**config.mk**
```make
export PLATFORM = sky130hd
export DESIGN_NAME = serial_char_tx
export DESIGN_NICKNAME = d
export VERILOG_FILES = /design/src/rtl/sctx_pkg.sv /design/src/rtl/sctx_hold.sv /design/src/rtl/sctx_frame.sv /design/src/rtl/serial_char_tx.sv
export SDC_FILE = /design/constraint.sdc
export NUM_CORES = 1
export LEC_CHECK = 0
export BUFFER_PORTS_ARGS = -buffer_cell sky130_fd_sc_hd__buf_2
export CORE_MARGIN = 2
export CORE_UTILIZATION = 43
export CTS_CLUSTER_SIZE = 10
export DETAILED_ROUTE_END_ITERATION = 12
export HOLD_SLACK_MARGIN = 0.03
export RECOVER_POWER = 100
export SYNTH_ARGS = -nofsm -noshare
export SYNTH_HDL_FRONTEND = slang
export SYNTH_HIERARCHICAL = 1
export SYNTH_SLANG_ARGS = --single-unit
```
**constraint.sdc**
```tcl
create_clock -name clk -period 1.95 [get_ports clk]
set_clock_uncertainty 0.1 [all_clocks]
set_input_delay 0.195 -clock clk [delete_from_list [all_inputs] [get_ports clk]]
set_output_delay 0.195 -clock clk [all_outputs]
set_load 0.02 [all_outputs]
```
**src/rtl/sctx_pkg.sv**
```systemverilog
// Package: shared types and code points for the serial character transmitter.
// Assumes: the 2-bit format fields are decoded only by the frame sequencer.
package sctx_pkg;

    typedef enum logic [2:0] {
        ST_IDLE,
        ST_START,
        ST_DATA,
        ST_PAR,
        ST_STOP
    } tx_state_t;

    typedef struct packed {
        logic [1:0] wlen;   // 00..11 -> 5..8 data bits
        logic [1:0] pmode;  // 01 even, 10 odd, else none
        logic [1:0] stop;   // 00 one, 01 one and a half, else two
    } tx_fmt_t;

    localparam logic [1:0] PAR_EVEN = 2'b01;
    localparam logic [1:0] PAR_ODD  = 2'b10;
    localparam logic [1:0] STOP_ONE = 2'b00;
    localparam logic [1:0] STOP_ONEHALF = 2'b01;

endpackage

```
**src/rtl/sctx_hold.sv**
```systemverilog
// Module: one-deep holding register with an empty flag.
// Assumes: take is raised only while the register is full. A write in the
// same cycle as take refills the register, so it stays full.
module sctx_hold #(
    parameter int DW = 8
) (
    input  logic          clk,
    input  logic          rst_n,
    input  logic          wr_en,
    input  logic [DW-1:0] wr_data,
    input  logic          take,
    output logic [DW-1:0] hold_q,
    output logic          empty
);

    // Capture host bytes and track whether one is waiting.
    always_ff @(posedge clk) begin
        if (!rst_n) begin
            hold_q <= '0;
            empty  <= 1'b1;
        end else if (wr_en) begin
            hold_q <= wr_data;
            empty  <= 1'b0;
        end else if (take) begin
            empty  <= 1'b1;
        end
    end

    AST_WRITE_FILLS: assert property (@(posedge clk) disable iff (!rst_n)
        wr_en |=> !empty);
    AST_TAKE_EMPTIES: assert property (@(posedge clk) disable iff (!rst_n)
        (take && !wr_en) |=> empty);

endmodule

```
**src/rtl/sctx_frame.sv**
```systemverilog
// Module: frame sequencer. It loads a byte, then sends the start bit, the
// data bits LSB first, the optional parity bit and the stop period.
// Assumes: tick is a one-cycle enable at OVS times the bit rate. The format
// is latched on start and held to the end of the character.
module sctx_frame
    import sctx_pkg::*;
#(
    parameter int DW  = 8,
    parameter int OVS = 16
) (
    input  logic          clk,
    input  logic          rst_n,
    input  logic          tick,
    input  logic          start,
    input  logic [DW-1:0] data,
    input  tx_fmt_t       fmt,
    output logic          idle,
    output logic          txd
);

    localparam int CW = $clog2(2 * OVS);
    localparam int IW = $clog2(DW);
    localparam logic [CW-1:0] LAST_BIT = CW'(OVS - 1);
    localparam logic [CW-1:0] LAST_S15 = CW'(OVS + OVS / 2 - 1);
    localparam logic [CW-1:0] LAST_S2  = CW'(2 * OVS - 1);
    localparam logic [IW-1:0] IDX_BASE = IW'(DW - 4);

    tx_state_t     state;
    tx_fmt_t       fmt_q;
    logic [DW-1:0] shreg;
    logic          par_bit;
    logic [CW-1:0] tick_cnt;
    logic [IW-1:0] bit_idx;
    logic [CW-1:0] tick_last;
    logic [IW-1:0] last_idx;
    logic          par_en;
    logic [DW-1:0] masked;

    // Clear data bits at or above the selected word length.
    function automatic logic [DW-1:0] mask_word(input logic [DW-1:0] d,
                                                input logic [1:0] wl);
        logic [DW-1:0] m;
        for (int i = 0; i < DW; i++) begin
            m[i] = (i < DW - 3 + int'(wl)) ? d[i] : 1'b0;
        end
        return m;
    endfunction

    // Decode the latched format into limits for the current character.
    always_comb begin
        masked   = mask_word(data, fmt.wlen);
        last_idx = IDX_BASE + IW'(fmt_q.wlen);
        par_en   = (fmt_q.pmode == PAR_EVEN) || (fmt_q.pmode == PAR_ODD);
        if (state == ST_STOP) begin
            case (fmt_q.stop)
                STOP_ONE:     tick_last = LAST_BIT;
                STOP_ONEHALF: tick_last = LAST_S15;
                default:      tick_last = LAST_S2;
            endcase
        end else begin
            tick_last = LAST_BIT;
        end
    end

    // Step through the character one bit period at a time.
    always_ff @(posedge clk) begin
        if (!rst_n) begin
            state    <= ST_IDLE;
            fmt_q    <= '0;
            shreg    <= '0;
            par_bit  <= 1'b0;
            tick_cnt <= '0;
            bit_idx  <= '0;
        end else if (start && state == ST_IDLE) begin
            state    <= ST_START;
            fmt_q    <= fmt;
            shreg    <= masked;
            par_bit  <= (fmt.pmode == PAR_ODD) ? ~^masked : ^masked;
            tick_cnt <= '0;
            bit_idx  <= '0;
        end else if (tick && state != ST_IDLE) begin
            if (tick_cnt != tick_last) begin
                tick_cnt <= tick_cnt + 1'b1;
            end else begin
                tick_cnt <= '0;
                case (state)
                    ST_START: state <= ST_DATA;
                    ST_DATA: begin
                        shreg <= shreg >> 1;
                        if (bit_idx == last_idx) begin
                            state <= par_en ? ST_PAR : ST_STOP;
                        end else begin
                            bit_idx <= bit_idx + 1'b1;
                        end
                    end
                    ST_PAR:  state <= ST_STOP;
                    default: state <= ST_IDLE;
                endcase
            end
        end
    end

    // Drive the line level for the bit being sent.
    always_comb begin
        idle = (state == ST_IDLE);
        case (state)
            ST_START: txd = 1'b0;
            ST_DATA:  txd = shreg[0];
            ST_PAR:   txd = par_bit;
            default:  txd = 1'b1;
        endcase
    end

    AST_TICK_IN_RANGE: assert property (@(posedge clk) disable iff (!rst_n)
        tick_cnt <= tick_last);
    AST_IDX_IN_WORD: assert property (@(posedge clk) disable iff (!rst_n)
        (state == ST_DATA) |-> (bit_idx <= last_idx));
    AST_FMT_HELD: assert property (@(posedge clk) disable iff (!rst_n)
        (state != ST_IDLE && $past(state) != ST_IDLE) |-> $stable(fmt_q));

endmodule

```
**src/rtl/serial_char_tx.sv**
```systemverilog
// Module: top of the serial character transmitter. It connects the holding
// register to the frame sequencer and gates the handoff with clear-to-send.
// Assumes: tick16 comes from an external rate generator; cts_n is already
// synchronous to clk.
module serial_char_tx
    import sctx_pkg::*;
#(
    parameter int DW  = 8,
    parameter int OVS = 16
) (
    input  logic          clk,
    input  logic          rst_n,
    input  logic          tick16,
    input  logic          wr_en,
    input  logic [DW-1:0] wr_data,
    input  logic [1:0]    word_len,
    input  logic [1:0]    parity_mode,
    input  logic [1:0]    stop_mode,
    input  logic          cts_n,
    output logic          txd,
    output logic          hold_empty
);

    logic [DW-1:0] hold_q;
    logic          frame_idle;
    logic          handoff;
    tx_fmt_t       fmt_in;

    // Pack the format fields and decide when a character may begin.
    always_comb begin
        fmt_in  = '{wlen: word_len, pmode: parity_mode, stop: stop_mode};
        handoff = frame_idle && !hold_empty && !cts_n;
    end

    sctx_hold #(.DW(DW)) u_hold (
        .clk     (clk),
        .rst_n   (rst_n),
        .wr_en   (wr_en),
        .wr_data (wr_data),
        .take    (handoff),
        .hold_q  (hold_q),
        .empty   (hold_empty)
    );

    sctx_frame #(.DW(DW), .OVS(OVS)) u_frame (
        .clk   (clk),
        .rst_n (rst_n),
        .tick  (tick16),
        .start (handoff),
        .data  (hold_q),
        .fmt   (fmt_in),
        .idle  (frame_idle),
        .txd   (txd)
    );

    AST_CTS_GATE: assert property (@(posedge clk) disable iff (!rst_n)
        (!frame_idle && $past(frame_idle)) |-> !$past(cts_n));
    AST_IDLE_LINE_HIGH: assert property (@(posedge clk) disable iff (!rst_n)
        (frame_idle && $past(frame_idle)) |-> txd);

endmodule

```
==> metrics.md <==
| Metric | Value |
|---|---|
| Status | `finished clean` |
| Min Clock Period, post-route | `slightly below 2 ns` |
| CP max stage delay | `about 0.50 ns` |
| Antenna viol nets, final | `0` |
| Post-Syn Area | `between 1500 and 2000 µm²` |
| Initial antenna violation count | `0` |
| Most common cell in the netlist | `dfxtp_1` |
| TritonCTS clock tree | `done` |
| Die Span X | `between 60 and 70 µm` |
| Num rows | `22` |
| Total negative setup slack | `0 ns` |
| Max Cap Viol | `0` |
| Main area contributors after synthesis | `dfxtp_1 41%, mux2i_1 11%, a21oi_1 5.9%` |
| Setup crit end kind | `flop` |
| Post-synth EDFFs | `0` |
| Gr ovfl total | `0` |
| Chip Height | `around 67 µm` |
| Peak Freq | `0.5184 GHz` |
| Gr usage total | `17.92%` |
| Slew Viols, Final | `0` |
| Vias per inst | `between 5 and 6` |
| Layout cells sized above 1 | `between 20% and 30%` |
| Post-Synthesis Cells | `190` |
| Hold Crit Class | `in -> reg` |
| Count of different cell masters after synthesis | `38` |
| Pleak | `0.8033 nW` |
| Avg Inst Size Synth | `8.936 µm²` |
| Largest net degree at the start of global routing | `23` |
| Area leader, netlist | `dfxtp_1` |
| Post-CTS Hold Buffers | `0` |
| Slowest CP cell | `or4b_4` |
| RSZ-0062 raised after global routing | `yes` |
| Clock sinks | `35` |
| Clock Latency Late Sink | `0.29 ns` |
| Core area | `~3700 µm²` |
| Hold slack | `0.04619 ns` |
| Syn_nets | `between 200 and 250` |
| Drt pass-1 iters | `4` |
| Detailed Route WL | `around 3500 µm` |
| Slew headroom | `between 70 and 80%` |
| Starting Density | `45.69%` |
| CP required | `just over 2 ns` |
| Synthesized flop and latch total | `35` |
| Register area share after synthesis | `roughly 41%` |
| Most used DFF post-synth | `dfxtp_1` |
| CTS clk-pin slew, worst paths | `0.07 ns` |
| Die area | `about 4500 µm²` |
| Clock Tree Buf Depth | `2` |
| Drt drc | `0` |
| PD cells | `735.6 nW/µm²` |
| RR Startpoint | `u_frame/state[2]` |
| Port Buffer Count | `20` |
| DRT iter0 DRCs | `55` |
| Final Util | `between 50% and 60%` |
| # nets final | `242` |
| Number of antenna cells inserted | `0` |
| Pre-CTS WS | `0.002036 ns` |
| Commonest cells post-synth | `35 x dfxtp_1, 21 x nand2_1, 20 x a21oi_1, 19 x mux2i_1, 12 x nor2_1` |
| Clock Tree Root | `clkbuf_8` |
| Worst setup path category | `reg -> reg` |
| Yosys warns | `6` |
| WP buf/inv | `2` |
| Synth async-reset ratio | `0%` |
| Final setup fails | `0` |
| First-pass GRT wire length | `5982 µm` |
| CP Launch Point | `u_frame/state[2]` |
| Final hold vios | `0` |
| Synthesis-to-layout area growth | `24.54%` |
| Final period util | `a little over nine tenths` |
| Htree depth | `2` |
| Crit path max fanout | `10` |
| GP Congestion | `about 0.76` |
| TritonCTS buffer count | `5` |
| Peak VDD IR | `around 0.42 mV` |
| Least-Margin Pin Slew | `roughly 0.38 ns` |
| Worst hold start | `stop_mode[1]` |
| WL/cell | `around 13 µm` |
| Arr. time, crit path | `around 2 ns` |
| DR vias | `around 1,400` |
| Crit path cell chain | `nor3_4 > nor3b_4 > or4b_4 > buf_12 > nand2_4 > inv_2 > a41o_1` |
| Total power | `1.556 mW` |
| Final HPWL DP | `~2500 µm` |
| CP startpoint kind | `flop` |
| Top delay family on crit path | `simple AND/OR/NAND/NOR gates` |
| Number of global-route vias before repair | `around 1,300` |
| Area share of the largest cell type after synthesis | `about two fifths` |
| IO Count | `21` |
| Setup WS post-layout | `roughly 0.021 ns` |
-- flip-flops by register name, indices dropped and copies added, names as in the netlist --
signal            flops
u_frame/par_bit       1
u_hold/hold_q         8
u_frame/shreg         8
u_frame/fmt_q         6
u_frame/state         3
u_frame/bit_idx       3
u_frame/tick_cnt      5
u_hold/empty          1
-- layer usage --
metal | vias up | global-route usage [%] | part of all wire [%]
li1 | 714 | - | -
met1 | 658 | 21.00 | 45
met2 | 20 | 30.75 | 50
met3 | 7 | 4.054 | 3.1
met4 | 0 | 8.418 | 1.9
met5 | - | 0 | 0
-- stage by stage --
step           cell area [µm²]  instances
2_1_floorplan             1767        190
3_3_place_gp              1926        259
3_5_place_dp              1926        259
4_1_cts                   2033        267
5_1_grt                   2115        270
6_report                  2115        270
-- layout by cell type (no fill, tap or decap), drive strengths merged, types with 8 or more instances in the layout --
master / count
a21oi: 21
buf: 33
clkbuf: 8
dfxtp: 35
mux2i: 19
nand2: 21
nor2: 12
nor2b: 9
o21ai: 10
xnor2: 11
-- repair_timing --
action,in CTS,in global routing
setup buffers,0,2
gates cloned,0,1
setup endpoints to repair,4,13
gates resized for setup,1,10
-- area by class of cell --
type,count,area (µm²)
clock inverter,1,7.507
clock buffer,7,96.34
fill,367,1602
timing repair buffer,34,247.7
multi-input combinational,141,985.9
sequential,35,701.9
inverter,4,15.01
tap,48,60.06
-- worst min-delay path, delay by kind of cell --
kind	cells	cell delay (ns)
buf+inv	1	0.10
compound gates	1	0.05
simple gates	1	0.04
-- cells by family (layout without fill, tap and decap cells) --
| family | after synthesis | count (layout) | synth area share [%] |
|---|---|---|---|
| adders and majority gates | 2 | 2 | 1.474 |
| and+or+nand+nor | 66 | 66 | 20.27 |
| xor gates and xnor gates | 14 | 14 | 7.222 |
| muxes | 19 | 19 | 11.20 |
| buffers and inverters | 14 | 46 | 4.200 |
| DFF | 35 | 35 | 41.27 |
| AOI/OAI and AO/OA | 40 | 40 | 14.37 |
-- where the power goes --
part / internal (mW) / switching [mW]
registers: 0.745 / 0.0214
clock network: 0.321 / 0.267
logic: 0.103 / 0.0976
-- worst paths after layout --
path	cells after the start	slack (ns)	endpoint
hold reg to reg	2	0.37	u_frame/fmt_q[5]
setup / recovery	7	0.02	u_frame/bit_idx[1]
setup reg to reg	7	0.02	u_frame/bit_idx[1]
hold / removal	3	0.05	u_frame/fmt_q[1]
No activity file was read; power rests on OpenSTA's default activity.
